`src/rtl/bsc_pkg.sv`:
```
package bsc_pkg;

  typedef enum logic [0:0] {
    ARB_IDLE = 1'b0,
    ARB_HELD = 1'b1
  } arb_state_e;

  // Tick count for a timeout selection; 0 means the timer is off.
  function automatic int unsigned tmo_ticks(input int unsigned sel,
                                            input int unsigned base,
                                            input int unsigned sel_w);
    if (sel == (32'd1 << sel_w) - 1) return 0;
    return base << sel;
  endfunction

  // Level following lvl, wrapping around n levels.
  function automatic int unsigned next_level(input int unsigned lvl,
                                             input int unsigned n);
    return (lvl + 1 == n) ? 0 : lvl + 1;
  endfunction

endpackage

```
`src/rtl/bsc_reset_stretch.sv`:
```
module bsc_reset_stretch #(
  parameter int RST_MIN = 8,
  localparam int W = $clog2(RST_MIN + 1)
) (
  input  logic clk,
  input  logic rst_n,
  input  logic lreset_req_i,
  output logic hold_o
);

  logic [W-1:0] cnt_q;

  always_ff @(posedge clk or negedge rst_n) begin
    if (!rst_n)            cnt_q <= W'(RST_MIN);
    else if (lreset_req_i) cnt_q <= W'(RST_MIN);
    else if (cnt_q != '0)  cnt_q <= cnt_q - 1'b1;
  end

  assign hold_o = (cnt_q != '0);

endmodule

```
`src/rtl/bsc_rr_arbiter.sv`:
```
module bsc_rr_arbiter
  import bsc_pkg::*;
#(
  parameter int N_LVL = 4,
  localparam int IW = $clog2(N_LVL)
) (
  input  logic             clk,
  input  logic             rst_n,
  input  logic             en_i,
  input  logic             hold_i,
  input  logic             busy_i,
  input  logic [N_LVL-1:0] req_i,
  output logic [N_LVL-1:0] grant_o,
  output logic             fire_o,
  output logic             done_o
);

  arb_state_e       state_q;
  logic [N_LVL-1:0] grant_q;
  logic [IW-1:0]    ptr_q;
  logic [IW-1:0]    pick_idx;
  logic             pick_vld;

  always_comb begin : pick_blk
    int unsigned cand;
    pick_vld = 1'b0;
    pick_idx = '0;
    cand     = 0;
    for (int k = 0; k < N_LVL; k++) begin
      cand = (int'(ptr_q) + k) % N_LVL;
      if (!pick_vld && req_i[cand[IW-1:0]]) begin
        pick_vld = 1'b1;
        pick_idx = cand[IW-1:0];
      end
    end
  end

  assign fire_o = (state_q == ARB_IDLE) && en_i && !hold_i && !busy_i && pick_vld;
  assign done_o = (state_q == ARB_HELD) &&
                  (busy_i || ((req_i & grant_q) == '0) || hold_i || !en_i);

  always_ff @(posedge clk or negedge rst_n) begin
    if (!rst_n) begin
      state_q <= ARB_IDLE;
      grant_q <= '0;
      ptr_q   <= IW'(N_LVL - 1);
    end else if (fire_o) begin
      state_q <= ARB_HELD;
      grant_q <= N_LVL'(1) << pick_idx;
      ptr_q   <= IW'(next_level(32'(pick_idx), N_LVL));
    end else if (done_o) begin
      state_q <= ARB_IDLE;
      grant_q <= '0;
    end
  end

  assign grant_o = grant_q;

endmodule

```
`src/rtl/bsc_bus_timer.sv`:
```
module bsc_bus_timer
  import bsc_pkg::*;
#(
  parameter int TMO_BASE = 16,
  parameter int SEL_W    = 3,
  localparam int MAX_TMO = TMO_BASE << ((1 << SEL_W) - 2),
  localparam int CW      = $clog2(MAX_TMO + 1)
) (
  input  logic             clk,
  input  logic             rst_n,
  input  logic             en_i,
  input  logic             hold_i,
  input  logic             strobe_i,
  input  logic             ack_i,
  input  logic             tick_i,
  input  logic [SEL_W-1:0] sel_i,
  output logic             berr_o,
  output logic             hit_o
);

  logic          strobe_q;
  logic          berr_q;
  logic [CW-1:0] cnt_q;
  logic [CW-1:0] limit;
  logic [CW-1:0] base;
  logic [CW-1:0] nxt;
  logic          rise;
  logic          step;

  assign limit = CW'(tmo_ticks(32'(sel_i), TMO_BASE, SEL_W));
  assign rise  = strobe_i && !strobe_q;
  assign base  = rise ? '0 : cnt_q;
  assign step  = en_i && !hold_i && strobe_i && !ack_i && tick_i &&
                 !berr_q && (limit != '0);
  assign nxt   = base + CW'(step);
  assign hit_o = step && (nxt == limit);

  always_ff @(posedge clk or negedge rst_n) begin
    if (!rst_n) begin
      strobe_q <= 1'b0;
      berr_q   <= 1'b0;
      cnt_q    <= '0;
    end else begin
      strobe_q <= strobe_i;
      if (!strobe_i || !en_i || hold_i) begin
        cnt_q  <= '0;
        berr_q <= 1'b0;
      end else begin
        cnt_q <= nxt;
        if (hit_o) berr_q <= 1'b1;
      end
    end
  end

  assign berr_o = berr_q;

endmodule

```
`src/rtl/bsc_sysctl.sv`:
```
module bsc_sysctl #(
  parameter int N_LVL    = 4,
  parameter int SEL_W    = 3,
  parameter int TMO_BASE = 16,
  parameter int RST_MIN  = 8
) (
  input  logic             clk,
  input  logic             rst_n,
  input  logic             en_strap_i,
  input  logic             single_lvl_i,
  input  logic [SEL_W-1:0] tmo_sel_i,
  input  logic             lreset_req_i,
  input  logic [N_LVL-1:0] req_i,
  input  logic             busy_i,
  input  logic             dstrobe_i,
  input  logic             sack_i,
  input  logic             tick_i,
  output logic [N_LVL-1:0] grant_o,
  output logic             berr_o,
  output logic             bus_reset_o,
  output logic             arb_led_o,
  output logic             sysctl_on_o
);

  localparam logic [N_LVL-1:0] TOP_ONLY = N_LVL'(1) << (N_LVL - 1);

  // Named internal events
  logic             rst_hold;
  logic             arb_hold;
  logic             grant_fire;
  logic             grant_done;
  logic             tmo_hit;
  logic [N_LVL-1:0] req_eff;

  assign req_eff  = single_lvl_i ? (req_i & TOP_ONLY) : req_i;
  assign arb_hold = rst_hold | lreset_req_i;

  bsc_reset_stretch #(.RST_MIN(RST_MIN)) u_rst (
    .clk          (clk),
    .rst_n        (rst_n),
    .lreset_req_i (lreset_req_i),
    .hold_o       (rst_hold)
  );

  bsc_rr_arbiter #(.N_LVL(N_LVL)) u_arb (
    .clk     (clk),
    .rst_n   (rst_n),
    .en_i    (en_strap_i),
    .hold_i  (arb_hold),
    .busy_i  (busy_i),
    .req_i   (req_eff),
    .grant_o (grant_o),
    .fire_o  (grant_fire),
    .done_o  (grant_done)
  );

  bsc_bus_timer #(.TMO_BASE(TMO_BASE), .SEL_W(SEL_W)) u_tmr (
    .clk      (clk),
    .rst_n    (rst_n),
    .en_i     (en_strap_i),
    .hold_i   (arb_hold),
    .strobe_i (dstrobe_i),
    .ack_i    (sack_i),
    .tick_i   (tick_i),
    .sel_i    (tmo_sel_i),
    .berr_o   (berr_o),
    .hit_o    (tmo_hit)
  );

  assign bus_reset_o = en_strap_i & rst_hold;
  assign arb_led_o   = |grant_o;
  assign sysctl_on_o = en_strap_i;

endmodule

```
`config.mk`:
```
export PLATFORM = sky130hd
export DESIGN_NAME = bsc_sysctl
export DESIGN_NICKNAME = d
export VERILOG_FILES = /design/src/rtl/bsc_pkg.sv /design/src/rtl/bsc_reset_stretch.sv /design/src/rtl/bsc_rr_arbiter.sv /design/src/rtl/bsc_bus_timer.sv /design/src/rtl/bsc_sysctl.sv
export SDC_FILE = /design/constraint.sdc
export NUM_CORES = 1
export LEC_CHECK = 0
export BUFFER_PORTS_ARGS = -buffer_cell sky130_fd_sc_hd__buf_4
export CAP_MARGIN = 20
export CORE_MARGIN = 4
export CORE_UTILIZATION = 55
export DETAILED_ROUTE_END_ITERATION = 16
export HOLD_SLACK_MARGIN = 0.02
export PLACE_DENSITY = 0.78
export SLEW_MARGIN = 30
export SYNTH_ARGS = -nofsm -noshare
export SYNTH_HDL_FRONTEND = slang
export SYNTH_SLANG_ARGS = --single-unit
export TNS_END_PERCENT = 50
```
`constraint.sdc`:
```
create_clock -name clk -period 6.54 [get_ports clk]
set_clock_uncertainty 0.1 [all_clocks]
set_input_delay 1.635 -clock clk [delete_from_list [all_inputs] [get_ports clk]]
set_output_delay 1.635 -clock clk [all_outputs]
set_load 0.005 [all_outputs]
```
Word-level counts from Yosys, hierarchy flattened. Index checks and enable logic that the tools add are counted.

Register bits after elaboration: 24.

Add/sub/neg operators: 6. Order comparisons: 4. Equal/unequal tests: 3. Shift-type cells: 2. Multiplexer cells: 30. Bitwise gates (word level): 4. Reductions and logical operators: 38.

Operators by type and width (number): two-way mux 11 bit (3); logical AND 1 bit (16); two-way mux 4 bit (4); two-way mux 1 bit (13); less-than comparator 2 x 3 -> 1 bit (second input constant) (4); adder 11 x 1 -> 11 bit (1); equality test 11 bit (1); nonzero test 11 bit (1); left shift 5 x 3 -> 11 bit (first input constant) (1); logical NOT 1 bit (10); two-way mux 2 bit (5); binary-select mux 1 bit (select 2 bit) (4); equality test 3 bit (second input constant) (2); nonzero test 2 bit (3); logical OR 1 bit (5); adder 2 bit (second input constant) (2); AND 4 bit (1); logical NOT 4 bit (1); nonzero test 4 bit (1); OR reduction 4 bit (1); left shift 1 x 2 -> 4 bit (first input constant) (1); subtractor 4 x 1 -> 4 bit (second input constant) (1); adder 2 x 1 -> 3 bit (second input constant) (1); two-way mux 3 bit (1); 4 further kinds (4).

Depth between registers and ports, before layout. Gate-level depths: netlist of run 1.

Word-level depth: 16. Depth in mapped cells: 14. Gate-level depth less buffers: 14.

Hierarchy. Synthesis of run 1 repeated with hierarchy kept, for this count alone.

Cells, all modules: 168. Area total of the unflattened synthesis: 1622.8 um^2.

Modules (own cells, without submodules): bsc_bus_timer (times used 1, cells each 98, area each 888.4 um^2, sequential area each 325.3 um^2); bsc_rr_arbiter (times used 1, cells each 43, area each 469.2 um^2, sequential area each 177.7 um^2); bsc_reset_stretch (times used 1, cells each 20, area each 219.0 um^2, sequential area each 101.3 um^2); bsc_sysctl (times used 1, cells each 7, area each 46.3 um^2, sequential area each 0.0 um^2).

Worst setup path before layout of run 1. No wires, ideal clock.

Path kind: input port to flip-flop. Start: input port en_strap_i. End: register u_tmr.berr_q (netlist: u_tmr.berr_o). Arrival: 4026 ps. Setup slack: 2331 ps. Stages: 12. Cell sequence: nor2b_1 -> and3_1 -> and3_1 -> ha_1 -> ha_1 -> and3_2 -> and3_1 -> xnor2_1 -> nor4_1 -> a211oi_1 -> o41a_1 -> a41oi_2.

Word-level cells in the longest chain between the ends: 10. Elaborated cells on any way between the ends: 14.

Ends and longest elaborated chain: start: declaration (line bsc_sysctl.sv:9) `input logic en_strap_i,`; logical AND 1 bit (5 in a row) (line bsc_bus_timer.sv:33) `assign step = en_i && !hold_i && strobe_i && !ack_i && tick_i &&`; logical AND 1 bit (line bsc_bus_timer.sv:34) `!berr_q && (limit != '0);`; adder 11 x 1 -> 11 bit (line bsc_bus_timer.sv:35) `assign nxt = base + CW'(step);`; equality test 11 bit (line bsc_bus_timer.sv:36) `assign hit_o = step && (nxt == limit);`; logical AND 1 bit (line bsc_bus_timer.sv:36); nonzero test 2 bit (no line); end signal: assignment (line bsc_bus_timer.sv:41) `berr_q <= 1'b0;`; end signal: assignment (line bsc_bus_timer.sv:47) `berr_q <= 1'b0;`; end signal: assignment (line bsc_bus_timer.sv:50) `if (hit_o) berr_q <= 1'b1;`; end: declaration (line bsc_bus_timer.sv:22) `logic berr_q;`.

Parallel ways exist; a longest one is shown, timed or not. A chain may end at the register's enable or synchronous reset.

Final worst setup path of run 1. Ends and elaborated chain as after synthesis.

==> impl_results.md, run 1 <==
- Gates resized, CTS repair: 0
- Initial antenna violation count: 0
- Max_slew headroom: 64.2%
- Core area: 2590 sq um
- Placer Congestion: 0.816
- Final worst-path cycle share: 64.6%
- Critical path peak fanout: 6
- Total CTS buffers: 3
- Max Cap Viol: 0
- Setup-failing EPs final: 0
- Die ar.: 3730 sq um
- Post-synth EDFFs: 0
- Final worst slack: 2.31 ns
- Routed Antenna Nets: 0
- Share of cells above drive strength 1: 19.2%
- CP endpoint kind: register
- Antenna cells: 0
- Pleak: 0.851 nW
- Peak VDD IR: 0.000206 V
- Pre-CTS setup slack: 2.01 ns
- Placed instance area: 1740 sq um
- H-tree level count: 1
- Max-slew violation count: 0
- RSZ-0062 raised after global routing: no
- Final instance area: 1780 sq um
- Cts hold-fix bufs: 0
- Avg Inst Size Synth: 9.16 sq um
- Pwr Density: 247 nW/um^2
- Clk slew on worst S/H paths: 0.13 ns
- Critical path class: input port to register
- Status: finished clean
- Synth Instances: 169
- Most common flop cell mapped by yosys: dfrtp_1
- Area delta synth->final: 15.0%
- Pin count of the biggest net entering global routing: 25
- Port bufs: 23
- Worst-Margin Slew: 0.534 ns
- CTS tree: yes
- Final-report hold violation count: 0
- Initial core utilization: 59.8%
- Initial DRC Count: 119
- Worst Path Required: 6.69 ns
- Vias in the first global route: 1311
- Clk sink count: 24
- Max Clk Rate: 237 MHz
- Ys Warns: 0
- Tmin final: 4.23 ns
- Wirelength per Cell: 15.0 um
- Die height: 61.0 um
- Clock Path Buffers: 2
- Yosys cell types: 46
- First-pass GRT wire length: 5710 um
- Post-Syn Area: 1550 sq um
- Sequential fraction of the synthesis area: 39.0%
- Setup crit start kind: input port
- Setup TNS: 0 ns
- Detailed Routing Iterations Pass 1: 4
- Grt total ovfl: 0
- Nets: 217
- Drt total wl: 3350 um
- Hold crit path type: register to register
- Vias per inst: 5.98
- I/O pin count: 24
- Post-DP HPWL: 2510 um
- Row count: 18
- Yosys reg bits: 24
- Worst EP arrival: 4.38 ns
- Setup Buffers After CTS: 0
- Post-synthesis async set-or-reset flop share: 100%
- Routed vias: 1334
- Die W: 61.0 um
- Overall routing resource usage: 20.3%
- Synthesized Nets: 192
- CTS root buf: clkbuf_4
- DRC: 0
- Clk_lat worst skew: 0.32 ns
==> flip-flops by register name, indices dropped and copies added, names as in the netlist <==
signal and count:
u_tmr.cnt_q 11, u_arb.grant_o 4, u_rst.cnt_q 4, u_arb.ptr_q 2, u_arb.state_q 1, u_tmr.berr_o 1, u_tmr.strobe_q 1
==> metrics by stage <==
| step | power [mW] | utilization [%] | std cells | hold slack [ns] |
|---|---|---|---|---|
| floorplan | 0.297 | - | 169 | 0.393 |
| CTS | 0.442 | 68.7 | 223 | 0.438 |
| detailed placement | 0.362 | 67.3 | 219 | 0.408 |
| global route | 0.472 | 68.7 | 223 | 0.473 |
| global placement | 0.357 | 67.3 | 219 | 0.408 |
| finish | 0.439 | 68.7 | 223 | 0.435 |
==> logic make-up (layout without fill, tap and decap cells) <==
group                      after synthesis  count (layout)  synth area share (%)
and+or+nand+nor                         81              81                  28.8
AOI/OAI and AO/OA                       31              31                  14.4
DFF                                     24              24                  39.0
xor gates and xnor gates                12              12                  6.79
buffers and inverters                   10              34                  2.67
adders and majority gates                7               7                  5.66
muxes                                    4               4                  2.67
==> worst paths after layout <==
kind / start / endpoint / slack (ns) / cells after the start
max in group asynchronous: rst_n / u_rst.cnt_q[3] / 4.97 / 1
worst max-delay path: en_strap_i / u_tmr.berr_o / 2.31 / 13
worst max register to register: u_rst.cnt_q[0] / u_tmr.berr_o / 2.82 / 14
min in group asynchronous: rst_n / u_tmr.cnt_q[8] / 1.08 / 1
worst min-delay path: u_arb.state_q / u_arb.state_q / 0.43 / 1
worst min register to register: u_arb.state_q / u_arb.state_q / 0.43 / 1
==> layout by cell type (no fill, tap or decap), types with 2 or more instances in the layout <==
master,Yosys,layout
a21oi_1,10,10
dfrtp_1,21,21
a211o_1,2,2
nand3_1,7,7
nand4_1,2,2
o21ai_0,4,4
nor3b_1,2,2
mux2i_1,3,3
nor2_1,21,21
buf_4,1,23
xor2_1,5,5
a22o_1,4,4
inv_1,7,7
nand2b_1,7,7
and3_1,5,5
nand3b_1,2,2
dfstp_2,3,3
nand2_1,10,10
xnor2_1,7,7
ha_1,7,7
nor3_1,5,5
nor2b_1,5,5
and2_1,5,5
clkbuf_4,0,3
==> synth_stat cells (all sizes together), types with 4 or more instances <==
library cell	n	area (sq um)
xnor2	7	61.3
a22o	4	35.0
nor2b	5	31.3
xor2	5	43.8
nor3	6	35.0
inv	7	26.3
o21ai	5	25.0
ha	7	87.6
a21oi	10	50.1
nand3	8	45.0
nor2	21	78.8
nand2	10	37.5
and2	5	31.3
nand2b	7	43.8
dfrtp	21	526
and3	6	38.8
==> worst max-delay path, cell delays in order <==
cell      delay [ns]
buf_4           0.11
nor2b_1         0.13
and3_1          0.23
and3_1          0.18
ha_1            0.25
ha_1            0.25
and3_2          0.26
and3_1          0.21
xnor2_1         0.16
nor4_1          0.28
a211oi_1        0.09
o41a_1          0.44
a41oi_2         0.14
==> cell type report <==
class / instances / area (sq um)
clock buffer: 4 / 36.3
fill: 209 / 811
inverter: 7 / 26.3
multi-input combinational: 135 / 902
sequential: 24 / 604
tap: 30 / 37.5
timing repair buffer: 23 / 173
==> where the power goes <==
| group | switching [mW] | leakage, nW | internal [mW] |
|---|---|---|---|
| Combinational | 0.0706 | 0.512 | 0.0829 |
| Clock | 0.0447 | 0.0210 | 0.0341 |
| Sequential | 0.0256 | 0.318 | 0.181 |
| Total | 0.141 | 0.851 | 0.298 |
==> layer usage <==
metal  vias to the layer above  global-route usage (%)  share of wire [%]  routed length (um)
met4                         0                    8.36                1.4                  46
li1                        647                       -                  -                   -
met3                         4                    3.98                4.9                 164
met2                        38                    33.4                 49                1640
met1                       645                    26.1                 45                1500
met5                         -                       0                  0                   0
(Power assumes the default switching activity.)
==> run 2, diff against run 1 <==
--- a/config.mk
+++ b/config.mk
@@ -8,10 +8,10 @@
 export BUFFER_PORTS_ARGS = -buffer_cell sky130_fd_sc_hd__buf_4
 export CAP_MARGIN = 20
 export CORE_MARGIN = 4
-export CORE_UTILIZATION = 55
+export CORE_UTILIZATION = 50
 export DETAILED_ROUTE_END_ITERATION = 16
 export HOLD_SLACK_MARGIN = 0.02
-export PLACE_DENSITY = 0.78
+export PLACE_DENSITY = 0.74
 export SLEW_MARGIN = 30
 export SYNTH_ARGS = -nofsm -noshare
 export SYNTH_HDL_FRONTEND = slang
==> constraint.sdc (replaced) <==
create_clock -name clk -period 3.5 [get_ports clk]
set_clock_uncertainty 0.1 [all_clocks]
set_input_delay 0.875 -clock clk [delete_from_list [all_inputs] [get_ports clk]]
set_output_delay 0.875 -clock clk [all_outputs]
set_load 0.005 [all_outputs]
==> run 2 against run 1 <==
Core utilization shrank 2.8 points. Final area grew 5.6%. Combinational power grew 93%. Wire length grew 2.5%. Power grew 89%. Sequential power grew 87%. Count of clock-buffer cells in the layout is the same. Hold slack lost 0.11 ns. First-iteration DRC count shrank 45%. Setup slack lost 2.1 ns. Global-route usage shrank 2.2 points. Die area grew 8.7%. Largest power group unchanged. Highest routed layer unchanged.
==> impl_results.md, run 2 (synthesis results as in run 1) <==
- Cts hold-fix bufs: 0
- Worst-Margin Slew: 0.529 ns
- Drt total wl: 3430 um
- Clk slew on worst S/H paths: 0.14 ns
- First-pass GRT wire length: 6060 um
- Most frequent cells in the layout: buf_4 (35), nor2_1 (21), dfrtp_1 (21)
- Tmin final: 3.32 ns
- Critical path peak fanout: 4
- Final worst slack: 0.180 ns
- H-tree level count: 1
- Overall routing resource usage: 18.1%
- CP Cell Sequence: inv_1, ha_1, nor3b_2, and3_1, and3_1, ha_1, buf_4, nand3_2, nor4_4, xor2_1, a31o_1, a211oi_1, o41a_1, a41oi_2
- Clk_lat worst skew: 0.31 ns
- Combinational share of power: 35.6%
- Pwr Total: 0.830 mW
- Reg2reg end: u_tmr.berr_o
- Setup crit start kind: register
- Area delta synth->final: 21.4%
- Max Cap Viol: 0
- Final-report hold violation count: 0
- Vias in the first global route: 1410
- CTS tree: yes
- Share of cells above drive strength 1: 23.9%
- I/O pin count: 24
- Crit. Startpoint: u_rst.cnt_q[0]
- Initial DRC Count: 65
- CTS root buf: clkbuf_4
- Antenna cells: 0
- Initial core utilization: 54.3%
- Port bufs: 23
- Initial antenna violation count: 0
- Total CTS buffers: 3
- Core area: 2850 sq um
- Max_slew headroom: 64.5%
- Die W: 63.6 um
- Peak VDD IR: 0.000375 V
- CP endpoint kind: register
- Critical Path Sink: u_tmr.berr_o
- Detailed Routing Iterations Pass 1: 4
- Final worst-path cycle share: 94.9%
- Reg2reg start: u_rst.cnt_q[0]
- Post-DP HPWL: 2690 um
- Wirelength per Cell: 14.5 um
- Fraction of power consumed by the clock network: 17.7%
- Filler instances: 248
- Setup TNS: 0 ns
- Setup-failing EPs final: 0
- Slowest CP cell: o41a_1
- Switching share of power: 32.0%
- Clk sink count: 24
- Pin count of the biggest net entering global routing: 25
- Critical path class: register to register
- Placer Congestion: 0.806
- Nets: 229
- Max Clk Rate: 301 MHz
- Part of the power in registers: 46.7%
- Worst EP arrival: 3.45 ns
- Grt total ovfl: 0
- FF-to-FF path depth: 14
- Vias per inst: 5.81
- Clock Path Buffers: 2
- Worst reg-to-reg setup slack: 0.18 ns
- Routed vias: 1372
- Routed Antenna Nets: 0
- Commonest non-fill, non-tap cell in the layout: buf_4
- Sw power: 0.266 mW
- Non-Filler Instances: 236
- Max-slew violation count: 0
- CP max stage delay: 0.43 ns
- Pre-CTS setup slack: -0.0810 ns
- Die height: 63.6 um
- Die ar.: 4050 sq um
- Cells after DPL: 231
- Most flops, register: u_tmr.cnt_q
- Internal: 0.564 mW
- Hold crit path type: input port to asynchronous set/reset pin
- Worst Path Required: 3.63 ns
- Row count: 19
- Pleak: 0.926 nW
- Status: finished clean
- DRC: 0
- Pwr Density: 442 nW/um^2
- Max FFs per register: 11
[run 2: worst min path at each step]
stage                              from              to  slack [ns]  cells past startpoint
after floorplan           u_arb.state_q   u_arb.state_q        0.39                      1
after global placement    u_arb.state_q   u_arb.state_q        0.41                      1
after detailed placement  u_arb.state_q   u_arb.state_q        0.43                      1
after CTS                         rst_n  u_rst.cnt_q[1]        0.34                      1
after global routing              rst_n  u_rst.cnt_q[1]        0.33                      1
final                             rst_n  u_rst.cnt_q[1]        0.33                      1
[run 2: layout make-up]
| class | count | area [sq um] | area share, % |
|---|---|---|---|
| Multi-Input combinational cell | 135 | 911 | 48.5 |
| Clock buffer | 4 | 36.3 | 1.93 |
| Inverter | 7 | 26.3 | 1.40 |
| Tap cell | 31 | 38.8 | 2.06 |
| Sequential cell | 24 | 604 | 32.2 |
| Timing Repair Buffer | 35 | 263 | 14.0 |
[run 2: through the flow]
step	hold WS (ns)	util [%]	area (sq um)
after floorplan	0.393	-	1550
after global placement	0.406	64.0	1830
after detailed placement	0.428	64.0	1830
after CTS	0.335	65.3	1860
after global routing	0.331	65.9	1880
final	0.329	65.9	1880
[run 2: what timing repair did]
action                                  CTS  global route
hold endpoints to repair                  0             0
endpoints found under the setup margin    0             1
resized for setup                         0             1
setup buffers                             0             1
[run 2: per-layer routing]
layer,share of wire (%),up-vias,global-route usage [%]
li1,-,674,-
met5,0,-,0
met4,1.0,0,6.20
met1,44,655,22.3
met2,51,39,32.7
met3,4.0,4,1.78
[run 2: worst max-delay path, delay by kind of cell, from the launching register on]
kind | cells | cell delay (ns)
simple gates | 5 | 1.03
flops | 1 | 0.39
buf+inv | 2 | 0.22
fa+ha+maj | 2 | 0.38
xor+xnor | 1 | 0.29
compound gates | 4 | 0.84
[run 2: power by group through the flow]
stage | Sequential (mW) | Combinational, mW | Clock, mW
2_1_floorplan | 0.381 | 0.174 | 0
3_3_place_gp | 0.388 | 0.286 | 0
3_5_place_dp | 0.391 | 0.297 | 0
4_1_cts | 0.386 | 0.298 | 0.153
5_1_grt | 0.395 | 0.337 | 0.166
6_report | 0.387 | 0.296 | 0.147
